==> config.mk <==
export PLATFORM = sky130hd
export DESIGN_NAME = pllcfg_search
export DESIGN_NICKNAME = d
export VERILOG_FILES = /design/src/rtl/pllcfg_pkg.sv /design/src/rtl/pllcfg_divu.sv /design/src/rtl/pllcfg_pack.sv /design/src/rtl/pllcfg_search.sv
export SDC_FILE = /design/constraint.sdc
export NUM_CORES = 2
export LEC_CHECK = 0
export BUFFER_PORTS_ARGS = -buffer_cell sky130_fd_sc_hd__buf_4
export CORE_MARGIN = 3
export CORE_UTILIZATION = 45
export CTS_BUF_LIST = sky130_fd_sc_hd__clkbuf_8
export DETAILED_ROUTE_END_ITERATION = 7
export GPL_ROUTABILITY_DRIVEN = 0
export GPL_TIMING_DRIVEN = 0
export HOLD_SLACK_MARGIN = 0.05
export PLACE_DENSITY_LB_ADDON = 0.12
export SLEW_MARGIN = 0
export SYNTH_ARGS = -nofsm -noshare
export SYNTH_HDL_FRONTEND = slang
export SYNTH_SLANG_ARGS = --single-unit
==> constraint.sdc <==
create_clock -name clk -period 5.65 [get_ports clk]
set_clock_uncertainty 0.2 [all_clocks]
set_input_delay 1.13 -clock clk [delete_from_list [all_inputs] [get_ports clk]]
set_output_delay 1.13 -clock clk [all_outputs]
set_load 0.03 [all_outputs]
==> src/rtl/pllcfg_pkg.sv <==
`timescale 1ns/1ps
package pllcfg_pkg;
    typedef enum logic [3:0] {
        S_IDLE, S_REF, S_MLO, S_MHI, S_MCHK, S_PFD, S_NLO, S_NHI,
        S_NCHK, S_ESET, S_SEVEN, S_ROUND, S_QUOT, S_FINISH
    } srch_state_t;

    localparam int CFG_W     = 32;
    localparam int REF_CNT   = 3;
    // synthesiser word layout
    localparam int PW_ON     = 0;
    localparam int PW_SRC    = 1;
    localparam int PW_CKOUT  = 3;
    localparam int PW_N      = 4;
    localparam int PW_N_W    = 7;
    localparam int PW_M      = 11;
    localparam int PW_M_W    = 3;
    localparam int PW_E      = 14;
    localparam int PW_STP    = 15;
    localparam int PW_OSEL   = 16;
    localparam int PW_DOT    = 17;
    // divider word layout
    localparam int DV_VAL    = 0;
    localparam int DV_VAL_W  = 16;
    localparam int DV_RLS    = 16;
    localparam int DV_SEL    = 17;
endpackage

==> src/rtl/pllcfg_divu.sv <==
`timescale 1ns/1ps
module pllcfg_divu #(
    parameter int W = 32
) (
    input  logic         clk,
    input  logic         rst_n,
    input  logic         go,
    input  logic [W-1:0] num,
    input  logic [W-1:0] den,
    output logic         done,
    output logic [W-1:0] quo
);
    localparam int CW = $clog2(W + 1);

    logic [W-1:0]  rem, dsr;
    logic [CW-1:0] cnt;
    logic          run;
    logic [W:0]    rsh, trial;

    always_comb begin
        rsh   = {rem, quo[W-1]};
        trial = rsh - {1'b0, dsr};
    end

    always_ff @(posedge clk or negedge rst_n) begin
        if (!rst_n) begin
            rem  <= '0;
            dsr  <= '0;
            quo  <= '0;
            cnt  <= '0;
            run  <= 1'b0;
            done <= 1'b0;
        end else begin
            done <= 1'b0;
            if (go) begin
                rem <= '0;
                quo <= num;
                dsr <= den;
                cnt <= CW'(W);
                run <= 1'b1;
            end else if (run) begin
                if (!trial[W]) begin
                    rem <= trial[W-1:0];
                    quo <= {quo[W-2:0], 1'b1};
                end else begin
                    rem <= rsh[W-1:0];
                    quo <= {quo[W-2:0], 1'b0};
                end
                cnt <= cnt - CW'(1);
                if (cnt == CW'(1)) begin
                    run  <= 1'b0;
                    done <= 1'b1;
                end
            end
        end
    end
endmodule

==> src/rtl/pllcfg_pack.sv <==
`timescale 1ns/1ps
module pllcfg_pack
    import pllcfg_pkg::*;
#(
    parameter int FW = 32,
    parameter int MW = 4,
    parameter int NW = 8,
    parameter int EW = 2
) (
    input  logic             found,
    input  logic [1:0]       src,
    input  logic [MW-1:0]    m,
    input  logic [NW-1:0]    n,
    input  logic [EW-1:0]    e,
    input  logic [FW-1:0]    divv,
    input  logic             dot,
    output logic [CFG_W-1:0] pll_word,
    output logic [CFG_W-1:0] div_word
);
    always_comb begin
        pll_word = '0;
        div_word = '0;
        if (found) begin
            pll_word[PW_ON]           = 1'b1;
            pll_word[PW_SRC +: 2]     = src;
            pll_word[PW_CKOUT]        = 1'b1;
            pll_word[PW_N +: PW_N_W]  = PW_N_W'(n - NW'(1));
            pll_word[PW_M +: PW_M_W]  = PW_M_W'(m - MW'(1));
            pll_word[PW_DOT]          = dot;
            if (e != '0) begin
                pll_word[PW_E]    = 1'(e - EW'(1));
                pll_word[PW_STP]  = 1'b1;
                pll_word[PW_OSEL] = 1'b1;
            end
            if (divv > FW'(1)) begin
                div_word[DV_SEL]              = 1'b1;
                div_word[DV_RLS]              = 1'b1;
                div_word[DV_VAL +: DV_VAL_W]  = DV_VAL_W'(divv - FW'(1));
            end
        end
    end
endmodule

==> src/rtl/pllcfg_search.sv <==
`timescale 1ns/1ps
module pllcfg_search
    import pllcfg_pkg::*;
#(
    parameter int             FW        = 32,
    parameter int             M_MAX     = 8,
    parameter int             N_MIN     = 60,
    parameter int             N_MAX     = 120,
    parameter int             E_MAX     = 2,
    parameter int             FIXED_DIV = 7,
    parameter logic [FW-1:0]  REF_MIN   = 12_000_000,
    parameter logic [FW-1:0]  REF_MAX   = 192_000_000,
    parameter logic [FW-1:0]  PFD_MIN   = 12_000_000,
    parameter logic [FW-1:0]  PFD_MAX   = 24_000_000,
    parameter logic [FW-1:0]  VCO_MIN   = 900_000_000,
    parameter logic [FW-1:0]  VCO_MAX   = 1_800_000_000,
    parameter logic [FW-1:0]  FOUT_MAX  = 1_039_500_000
) (
    input  logic             clk,
    input  logic             rst_n,
    input  logic             start,
    input  logic [FW-1:0]    target_hz,
    input  logic [FW-1:0]    ref0_hz,
    input  logic [FW-1:0]    ref1_hz,
    input  logic [FW-1:0]    ref2_hz,
    input  logic [2:0]       ref_valid,
    input  logic             dot_only,
    output logic             busy,
    output logic             done,
    output logic             no_solution,
    output logic [1:0]       src_sel,
    output logic [CFG_W-1:0] pll_word,
    output logic [CFG_W-1:0] div_word,
    output logic [FW-1:0]    err_hz
);
    localparam int MW = $clog2(M_MAX + 2);
    localparam int NW = $clog2(N_MAX + 1) + 1;
    localparam int EW = $clog2(E_MAX + 1);
    localparam int PW = FW + NW;

    srch_state_t st, nxt;

    logic [1:0]    ref_idx;
    logic [FW-1:0] fin, tgt, pfd, fvco, fout, divv;
    logic          dot_r, issued;
    logic [MW-1:0] m, m_hi;
    logic [NW-1:0] n, n_hi;
    logic [EW-1:0] e;

    logic [1:0]    b_src;
    logic [MW-1:0] b_m;
    logic [NW-1:0] b_n;
    logic [EW-1:0] b_e;
    logic [FW-1:0] b_div, b_err;

    logic          dv_go, dv_done, op_on, step, ref_ok, cur_vld;
    logic [FW-1:0] dv_num, dv_den, dv_q, cur_ref, cand_err;
    logic [PW-1:0] prod;

    pllcfg_divu #(.W(FW)) u_div (
        .clk(clk), .rst_n(rst_n), .go(dv_go), .num(dv_num), .den(dv_den),
        .done(dv_done), .quo(dv_q)
    );

    // reference selection and candidate scoring
    always_comb begin
        unique case (ref_idx)
            2'd0:    begin cur_ref = ref0_hz; cur_vld = ref_valid[0]; end
            2'd1:    begin cur_ref = ref1_hz; cur_vld = ref_valid[1]; end
            2'd2:    begin cur_ref = ref2_hz; cur_vld = ref_valid[2]; end
            default: begin cur_ref = '0;      cur_vld = 1'b0;         end
        endcase
        ref_ok   = cur_vld && (cur_ref >= REF_MIN) && (cur_ref <= REF_MAX);
        cand_err = (dv_q >= tgt) ? dv_q - tgt : tgt - dv_q;
        prod     = PW'(pfd) * PW'(n);
        step     = issued && dv_done;
    end

    // divider operand selection per state
    always_comb begin
        op_on  = 1'b1;
        dv_num = '0;
        dv_den = '0;
        unique case (st)
            S_MLO:   begin dv_num = fin + PFD_MAX - FW'(1); dv_den = PFD_MAX;      end
            S_MHI:   begin dv_num = fin;                    dv_den = PFD_MIN;      end
            S_PFD:   begin dv_num = fin;                    dv_den = FW'(m);       end
            S_NLO:   begin dv_num = VCO_MIN + pfd - FW'(1); dv_den = pfd;          end
            S_NHI:   begin dv_num = VCO_MAX;                dv_den = pfd;          end
            S_SEVEN: begin dv_num = fvco >> e; dv_den = FW'(FIXED_DIV); op_on = !dot_r; end
            S_ROUND: begin dv_num = fout + (tgt >> 1);      dv_den = tgt;          end
            S_QUOT:  begin dv_num = fout;                   dv_den = divv;         end
            default: op_on = 1'b0;
        endcase
        dv_go = op_on && !issued;
    end

    // next state
    always_comb begin
        nxt = st;
        unique case (st)
            S_IDLE:   if (start) nxt = S_REF;
            S_REF:    if (ref_idx == 2'(REF_CNT)) nxt = S_FINISH;
                      else if (ref_ok)             nxt = S_MLO;
            S_MLO:    if (step) nxt = S_MHI;
            S_MHI:    if (step) nxt = S_MCHK;
            S_MCHK:   nxt = (m <= m_hi) ? S_PFD : S_REF;
            S_PFD:    if (step) nxt = S_NLO;
            S_NLO:    if (step) nxt = S_NHI;
            S_NHI:    if (step) nxt = S_NCHK;
            S_NCHK:   nxt = (n < n_hi) ? S_ESET : S_MCHK;
            S_ESET:   nxt = S_SEVEN;
            S_SEVEN:  if (dot_r || step) nxt = S_ROUND;
            S_ROUND:  if (step) nxt = S_QUOT;
            S_QUOT:   if (step) begin
                          if (cand_err == '0)          nxt = S_FINISH;
                          else if (e < EW'(E_MAX))     nxt = S_SEVEN;
                          else                         nxt = S_NCHK;
                      end
            S_FINISH: nxt = S_IDLE;
            default:  nxt = S_IDLE;
        endcase
    end

    always_ff @(posedge clk or negedge rst_n) begin
        if (!rst_n) st <= S_IDLE;
        else        st <= nxt;
    end

    // datapath and kept result
    always_ff @(posedge clk or negedge rst_n) begin
        if (!rst_n) begin
            ref_idx <= '0; fin <= '0; tgt <= '0; dot_r <= 1'b0; issued <= 1'b0;
            m <= '0; m_hi <= '0; pfd <= '0; n <= '0; n_hi <= '0;
            fvco <= '0; e <= '0; fout <= '0; divv <= '0;
            b_src <= '0; b_m <= '0; b_n <= '0; b_e <= '0; b_div <= '0; b_err <= '1;
        end else begin
            if (dv_go)     issued <= 1'b1;
            else if (step) issued <= 1'b0;
            case (st)
                S_IDLE: if (start) begin
                    ref_idx <= '0; tgt <= target_hz; dot_r <= dot_only;
                    b_src <= '0; b_m <= '0; b_n <= '0; b_e <= '0; b_div <= '0; b_err <= '1;
                end
                S_REF: if (ref_idx != 2'(REF_CNT)) begin
                    if (ref_ok) fin <= cur_ref;
                    else        ref_idx <= ref_idx + 2'd1;
                end
                S_MLO:  if (step) m    <= (dv_q == '0) ? MW'(1) : MW'(dv_q);
                S_MHI:  if (step) m_hi <= (dv_q > FW'(M_MAX)) ? MW'(M_MAX) : MW'(dv_q);
                S_MCHK: if (!(m <= m_hi)) ref_idx <= ref_idx + 2'd1;
                S_PFD:  if (step) pfd  <= dv_q;
                S_NLO:  if (step) n    <= (dv_q < FW'(N_MIN)) ? NW'(N_MIN) : NW'(dv_q);
                S_NHI:  if (step) n_hi <= (dv_q > FW'(N_MAX)) ? NW'(N_MAX) : NW'(dv_q);
                S_NCHK: if (!(n < n_hi)) m <= m + MW'(1);
                S_ESET: begin
                    fvco <= prod[FW-1:0];
                    e    <= (prod > {{NW{1'b0}}, FOUT_MAX}) ? EW'(1) : EW'(0);
                end
                S_SEVEN: if (dot_r)     fout <= fvco >> e;
                         else if (step) fout <= dv_q;
                S_ROUND: if (step) divv <= (dv_q == '0) ? FW'(1) : dv_q;
                S_QUOT: if (step) begin
                    if (cand_err < b_err) begin
                        b_err <= cand_err; b_src <= ref_idx; b_m <= m;
                        b_n <= n; b_e <= e; b_div <= divv;
                    end
                    if (cand_err != '0) begin
                        if (e < EW'(E_MAX)) e <= e + EW'(1);
                        else                n <= n + NW'(1);
                    end
                end
                default: ;
            endcase
        end
    end

    pllcfg_pack #(.FW(FW), .MW(MW), .NW(NW), .EW(EW)) u_pack (
        .found(b_err != '1), .src(b_src), .m(b_m), .n(b_n), .e(b_e),
        .divv(b_div), .dot(dot_r), .pll_word(pll_word), .div_word(div_word)
    );

    assign busy        = (st != S_IDLE) && (st != S_FINISH);
    assign done        = (st == S_FINISH);
    assign no_solution = (b_err == '1);
    assign src_sel     = b_src;
    assign err_hz      = b_err;
endmodule

### Yosys cells after proc, flatten, opt, wreduce, memory -nomap -nowiden

Cells that the tools add are included.

* add/subtract/negate cells: 17
* reduce and logical (&&, ||, !) cells: 39
* $mul: 1
* muxes and demuxes: 89
* shift operators: 1
* $lt $le $gt $ge: 12
* equal/unequal tests: 39

Operators with widths (count)
* $mux 32: 15
* $pmux 32 s7: 2
* $pmux 32 s2: 2
* $pmux 32 s3: 1
* $logic_not 32->1: 2
* $mux 4: 16
* $sub 32x1->32 const B: 2
* $sub 32x32->32: 2
* $mux 18: 3
* $pmux 4 s13: 1
* $mux 8: 6
* $gt 40x30->1 const B: 1
* $mul 32x8->40: 1
* $ne 2x2->1 const B: 18
* $sub 33x32->33: 1
* $add 30x32->32 const A: 1
* $add 32x25->32 const B: 1
* $add 32x31->32: 1
* $eq 32x32->1 const B: 1
* $ge 32x24->1 const B: 1
* $ge 32x32->1: 1
* $gt 32x1->1 const B: 1
* $gt 32x4->1 const B: 1
* $gt 32x7->1 const B: 1
* other kinds (54): 116

* output and inout bits: 101
* register bits after elaboration: 408
* word-level logic and storage cells: 225
* input bits: 135

### Longest topological paths before layout

* depth after elaboration: 8
* depth in mapped cells: 30
* depth with buffers taken out: 26

### Cells and area by module

Synthesis repeated with hierarchy kept, for this count alone.

* cell total of the unflattened synthesis: 4613
* area, all modules: 39063.7 sq um

By module, submodules not included
* pllcfg_search: seq. area each 7697.4 sq um, instances 1, area an instance 31710.4 sq um, cells each 3745
* pllcfg_divu: seq. area each 2602.5 sq um, instances 1, area an instance 6378.6 sq um, cells each 720
* pllcfg_pack: seq. area each 0.0 sq um, instances 1, area an instance 974.7 sq um, cells each 148

### Least setup slack after synthesis

OpenSTA, ideal clock, no wires.

* path kind: flip-flop to flip-flop
* start: register n[6]
* end: register e[0]
* arrival time: 5783 ps
* setup time: 137 ps
* required time: 5313 ps
* slack: -470 ps
* period minus slack after synthesis: 6120 ps
* buffers on the path: 2
* cell stages (with the launch flop): 24
* cell sequence: dfrtp_1 clkbuf_1 clkbuf_1 nand2_1 fa_1 fa_1 inv_1 fa_1 inv_1 fa_1 inv_1 ha_1 or4_1 o221ai_1 a22oi_1 a211oi_1 o221ai_1 o21ai_1 o31ai_1 o21a_1 nor2_1 xnor2_1 o41ai_1 a21oi_1

* word-level cells in the longest chain between the ends: 4

RTL lines
* start: declaration: line pllcfg_search.sv:47 `logic [NW-1:0] n, n_hi;`
* start signal: assignment: line pllcfg_search.sv:153 `S_NLO: if (step) n <= (dv_q < FW'(N_MIN)) ? NW'(N_MIN) : NW'(dv_q);`
* start signal: assignment: line pllcfg_search.sv:170 `else n <= n + NW'(1);`
* $mul 32x8->40: line pllcfg_search.sv:75 `prod = PW'(pfd) * PW'(n);`
* $gt 40x30->1: line pllcfg_search.sv:158 `e <= (prod > {{NW{1'b0}}, FOUT_MAX}) ? EW'(1) : EW'(0);`
* $mux 1: line pllcfg_search.sv:158
* $pmux 2 s2: line pllcfg_search.sv:140 `case (st)`
* end signal: assignment: line pllcfg_search.sv:158
* end signal: assignment: line pllcfg_search.sv:169 `if (e < EW'(E_MAX)) e <= e + EW'(1);`
* end: declaration: line pllcfg_search.sv:48 `logic [EW-1:0] e;`

No other way between the ends.
A chain may end at the register's enable or synchronous reset.

### Worst setup path in the final report

* start: register n[2]
* end: register e[0]

The elaborated chain is that of the path after synthesis.

==> metrics.md <==
| Metric | Value |
|---|---|
| Core region area | `82600 µm²` |
| Kind of critical path | `register to register` |
| Worst-path maximum fanout | `5` |
| Sequential fraction of the synthesis area | `27.1%` |
| First-pass GRT wire length | `229000 µm` |
| Final critical-path share of the clock period | `110%` |
| Critical Path Max Stage Delay | `about 0.54 ns` |
| Num rows | `105` |
| Post-route setup slack | `-0.586 ns` |
| Worst endpoint required time | `around 6 ns` |
| Count of flip-flops with a built-in enable after synthesis | `0` |
| Slew @ Worst Pin | `between 1 and 1.5 ns` |
| TritonCTS clock tree | `done` |
| DRT iter0 DRCs | `about 4200` |
| Buffers & Inverters on Critical Path | `2` |
| Summed instance area of the synthesized netlist | `about 38000 µm²` |
| Pre-CTS worst setup slack | `-2.31 ns` |
| Vias per inst | `between 6 and 7` |
| Number of warnings issued by yosys | `0` |
| Instance count on the critical path | `20` |
| Worst slew margin relative to its limit | `between 1.5 and 2%` |
| Final cell count without fillers | `slightly above 6000` |
| Leakage dissipation | `about 21 nW` |
| Worst-path clk slew | `around 0.070 ns` |
| Clock Sinks | `408` |
| Area added between synthesis and finish | `23.1%` |
| Cell depth of the worst flop-to-flop path | `20` |
| Beginning of the worst register-to-register path | `n[2]` |
| Number of antenna violations at the first check in global routing | `11` |
| Detailed-route via count | `around 37000` |
| DRC | `5` |
| Gate count of the mapped netlist | `roughly 4500` |
| Critical Path End Type | `register` |
| Horizontal die dimension | `~300 µm` |
| Post-layout nets | `around 5500` |
| Async set-or-reset flop fraction in the synthesized netlist | `between 90% and 100%` |
| Placed cell count | `about 5800` |
| Number of ports placed on the die boundary | `between 200 and 250` |
| Combined area of the multi-input logic cells | `around 26000 µm²` |
| Per-instance average area after synthesis | `~8.5 µm²` |
| Effective utilization at floorplan | `between 40% and 50%` |
| Count of filler cells inserted in the layout | `~7500` |
| Overall global routing resource usage | `a little over a third` |
| Clock Tree Root | `clkbuf_8` |
| Most common cell after layout, fill and taps aside | `nand2_1` |
| Detailed Place HPWL | `around 120000 µm` |
| CP arrival | `about 6.6 ns` |
| Critical Path Source | `n[2]` |
| Cell family with most CP delay | `adder cells` |
| Number of synthesized register bits | `roughly 400` |
| Final Setup Violations | `53` |
| Commonest non-fill, non-tap cells in the layout | `nand2_1 (502), inv_1 (430), buf_4 (386)` |
| CTS max path bufs | `3` |
| Worst path most repeated cell | `fa_1` |
| Area used by sequential logic in the layout | `between 10000 and 15000 µm²` |
| Fraction of layout cells with a size suffix above 1 | `22.3%` |
| Power density over the cells | `between 500 and 600 nW/µm²` |
| Failing checks | `DRC, setup timing` |
| Number of CTS-inserted buffers | `75` |
| Vertical die dimension | `296 µm` |
| Run status | `finished, violations left` |
| Clock latency on the worst-skew pair | `0.73 ns` |
| Hold_buf cts | `0` |
| Highest-delay cell along the critical path | `fa_2` |
| Number of port buffers | `about 210` |
| DR WL/cell | `roughly 26 µm` |
| Htree depth | `3` |
| Reg2reg end | `e[0]` |
| Maximum achievable frequency | `approximately 160 MHz` |
| First-pass iteration count of the detailed router | `8` |
| Final critical path time including I/O delays and setup | `6.24 ns` |
| Maximum Capacitance Violations | `0` |
| Unrepaired setup endpoints after global routing | `true` |
| Hold Violations, Final | `0` |
| Global route overflow | `0` |
| Sort of element at the start of the critical path | `register` |
| Type of the most critical hold path | `primary input to async pin` |
| Unique masters post-synth | `104` |
| Total Die Area | `87500 µm²` |
| Number of global-route vias before repair | `roughly 36000` |
| Max VDD drop | `roughly 370 µV` |
| Wire length after detailed routing | `between 150000 and 200000 µm` |
| Cell-by-cell trace of the critical path | `clkbuf_16 -> buf_4 -> and2_4 -> fa_1 -> fa_2 -> fa_1 -> fa_1 -> ha_2 -> or4_4 -> o221ai_4 -> nand2b_1 -> a21oi_2 -> xor2_2 -> nand2_1 -> o311ai_2 -> nand3_1 -> a41oi_4 -> a2111oi_4 -> o41ai_4 -> a21oi_1` |
| Pin count of the biggest net entering global routing | `119` |
| Worst-case register-to-register setup slack | `-0.59 ns` |
| Antenna viol nets, final | `0` |
| Most common flop cell mapped by yosys | `dfrtp_1` |
| Pins over their slew limit | `0` |
==> per-stage QoR <==
step                      power, mW  area, µm²  hold slack [ns]  setup TNS, ns  utilization (%)
after floorplan                16.0      38000            0.245        -0.0919                -
final                          27.0      46500            0.233          -5.74             56.3
after CTS                      26.0      45400            0.213          -3.60             55.0
after global routing           28.6      46500            0.297         -20.66             56.3
after detailed placement       21.3      41000            0.272        -177.27             49.6
after global placement         21.1      40900            0.267        -575.61             49.4
==> per-layer routing <==
metal | track usage (%) | wire length (µm)
met5 | 0 | 25
met4 | 20.6 | 11100
met3 | 8.07 | 16300
met2 | 53.2 | 67600
met1 | 45.4 | 60600
==> Yosys cell counts (all sizes together), types with 20 or more instances <==
cell type	count	area (µm²)
xor2	72	631
and2	139	870
o21ai	343	1730
xnor2	106	936
dfrtp	376	9410
o21bai	21	161
nor2b	40	258
mux2i	89	891
a222oi	61	611
dfstp	32	841
o211ai	29	218
nor4	26	193
buf	81	516
a2111oi	21	196
inv	424	1590
a21o	63	473
nand2b	41	257
a22oi	31	233
nand3	71	360
o31ai	35	263
mux2	97	1090
nor3	89	457
a31oi	37	231
ha	243	3040
nor2	253	950
o21a	27	203
nand2	552	2070
fa	184	3680
a21oi	320	1610
a211oi	38	290
a221oi	20	181
nand4	34	234
clkbuf	227	852
==> repair_timing <==
item / in CTS / in global routing
setup endpoints to repair: 111 / 104
gates resized for setup: 433 / 244
pin swaps: 106 / 82
buffers inserted: 130 / 20
gates cloned: 7 / 5
==> final cells by class <==
cell class | instances | area share (%)
sequential | 408 | 22.2
inverter | 426 | 3.45
antenna | 6 | 0.0323
multi-input combinational | 3349 | 56.6
clock inverter | 43 | 1.02
buffer | 281 | 4.26
timing repair buffer | 373 | 6.75
clock buffer | 93 | 2.75
tap | 1070 | 2.88
==> cells by family (layout without fill, tap and decap cells) <==
group	after synthesis	count (layout)	synth area share, %
buf+inv	734	1216	7.85
compound gates	1179	1179	20.1
simple gates	1331	1331	16.6
xor+xnor	178	178	4.14
flops	408	408	27.1
fa+ha+maj	428	428	17.8
mux	205	205	6.38
other cells	1	34	0.00992
==> how the worst max path moves through the flow <==
stage | endpoint
after floorplan | e[0]
after global placement | e[0]
after detailed placement | e[0]
after CTS | e[0]
after global routing | e[0]
final | e[0]
==> where the power goes <==
| part | internal [mW] | leakage [nW] | switching [mW] | total (mW) |
|---|---|---|---|---|
| clock network | 1.93 | 0.963 | 1.48 | 3.40 |
| registers | 4.03 | 5.16 | 1.66 | 5.69 |
| logic | 6.84 | 15.3 | 11.1 | 17.9 |
| total | 12.8 | 21.4 | 14.2 | 27.0 |
(Power assumes the default switching activity.)
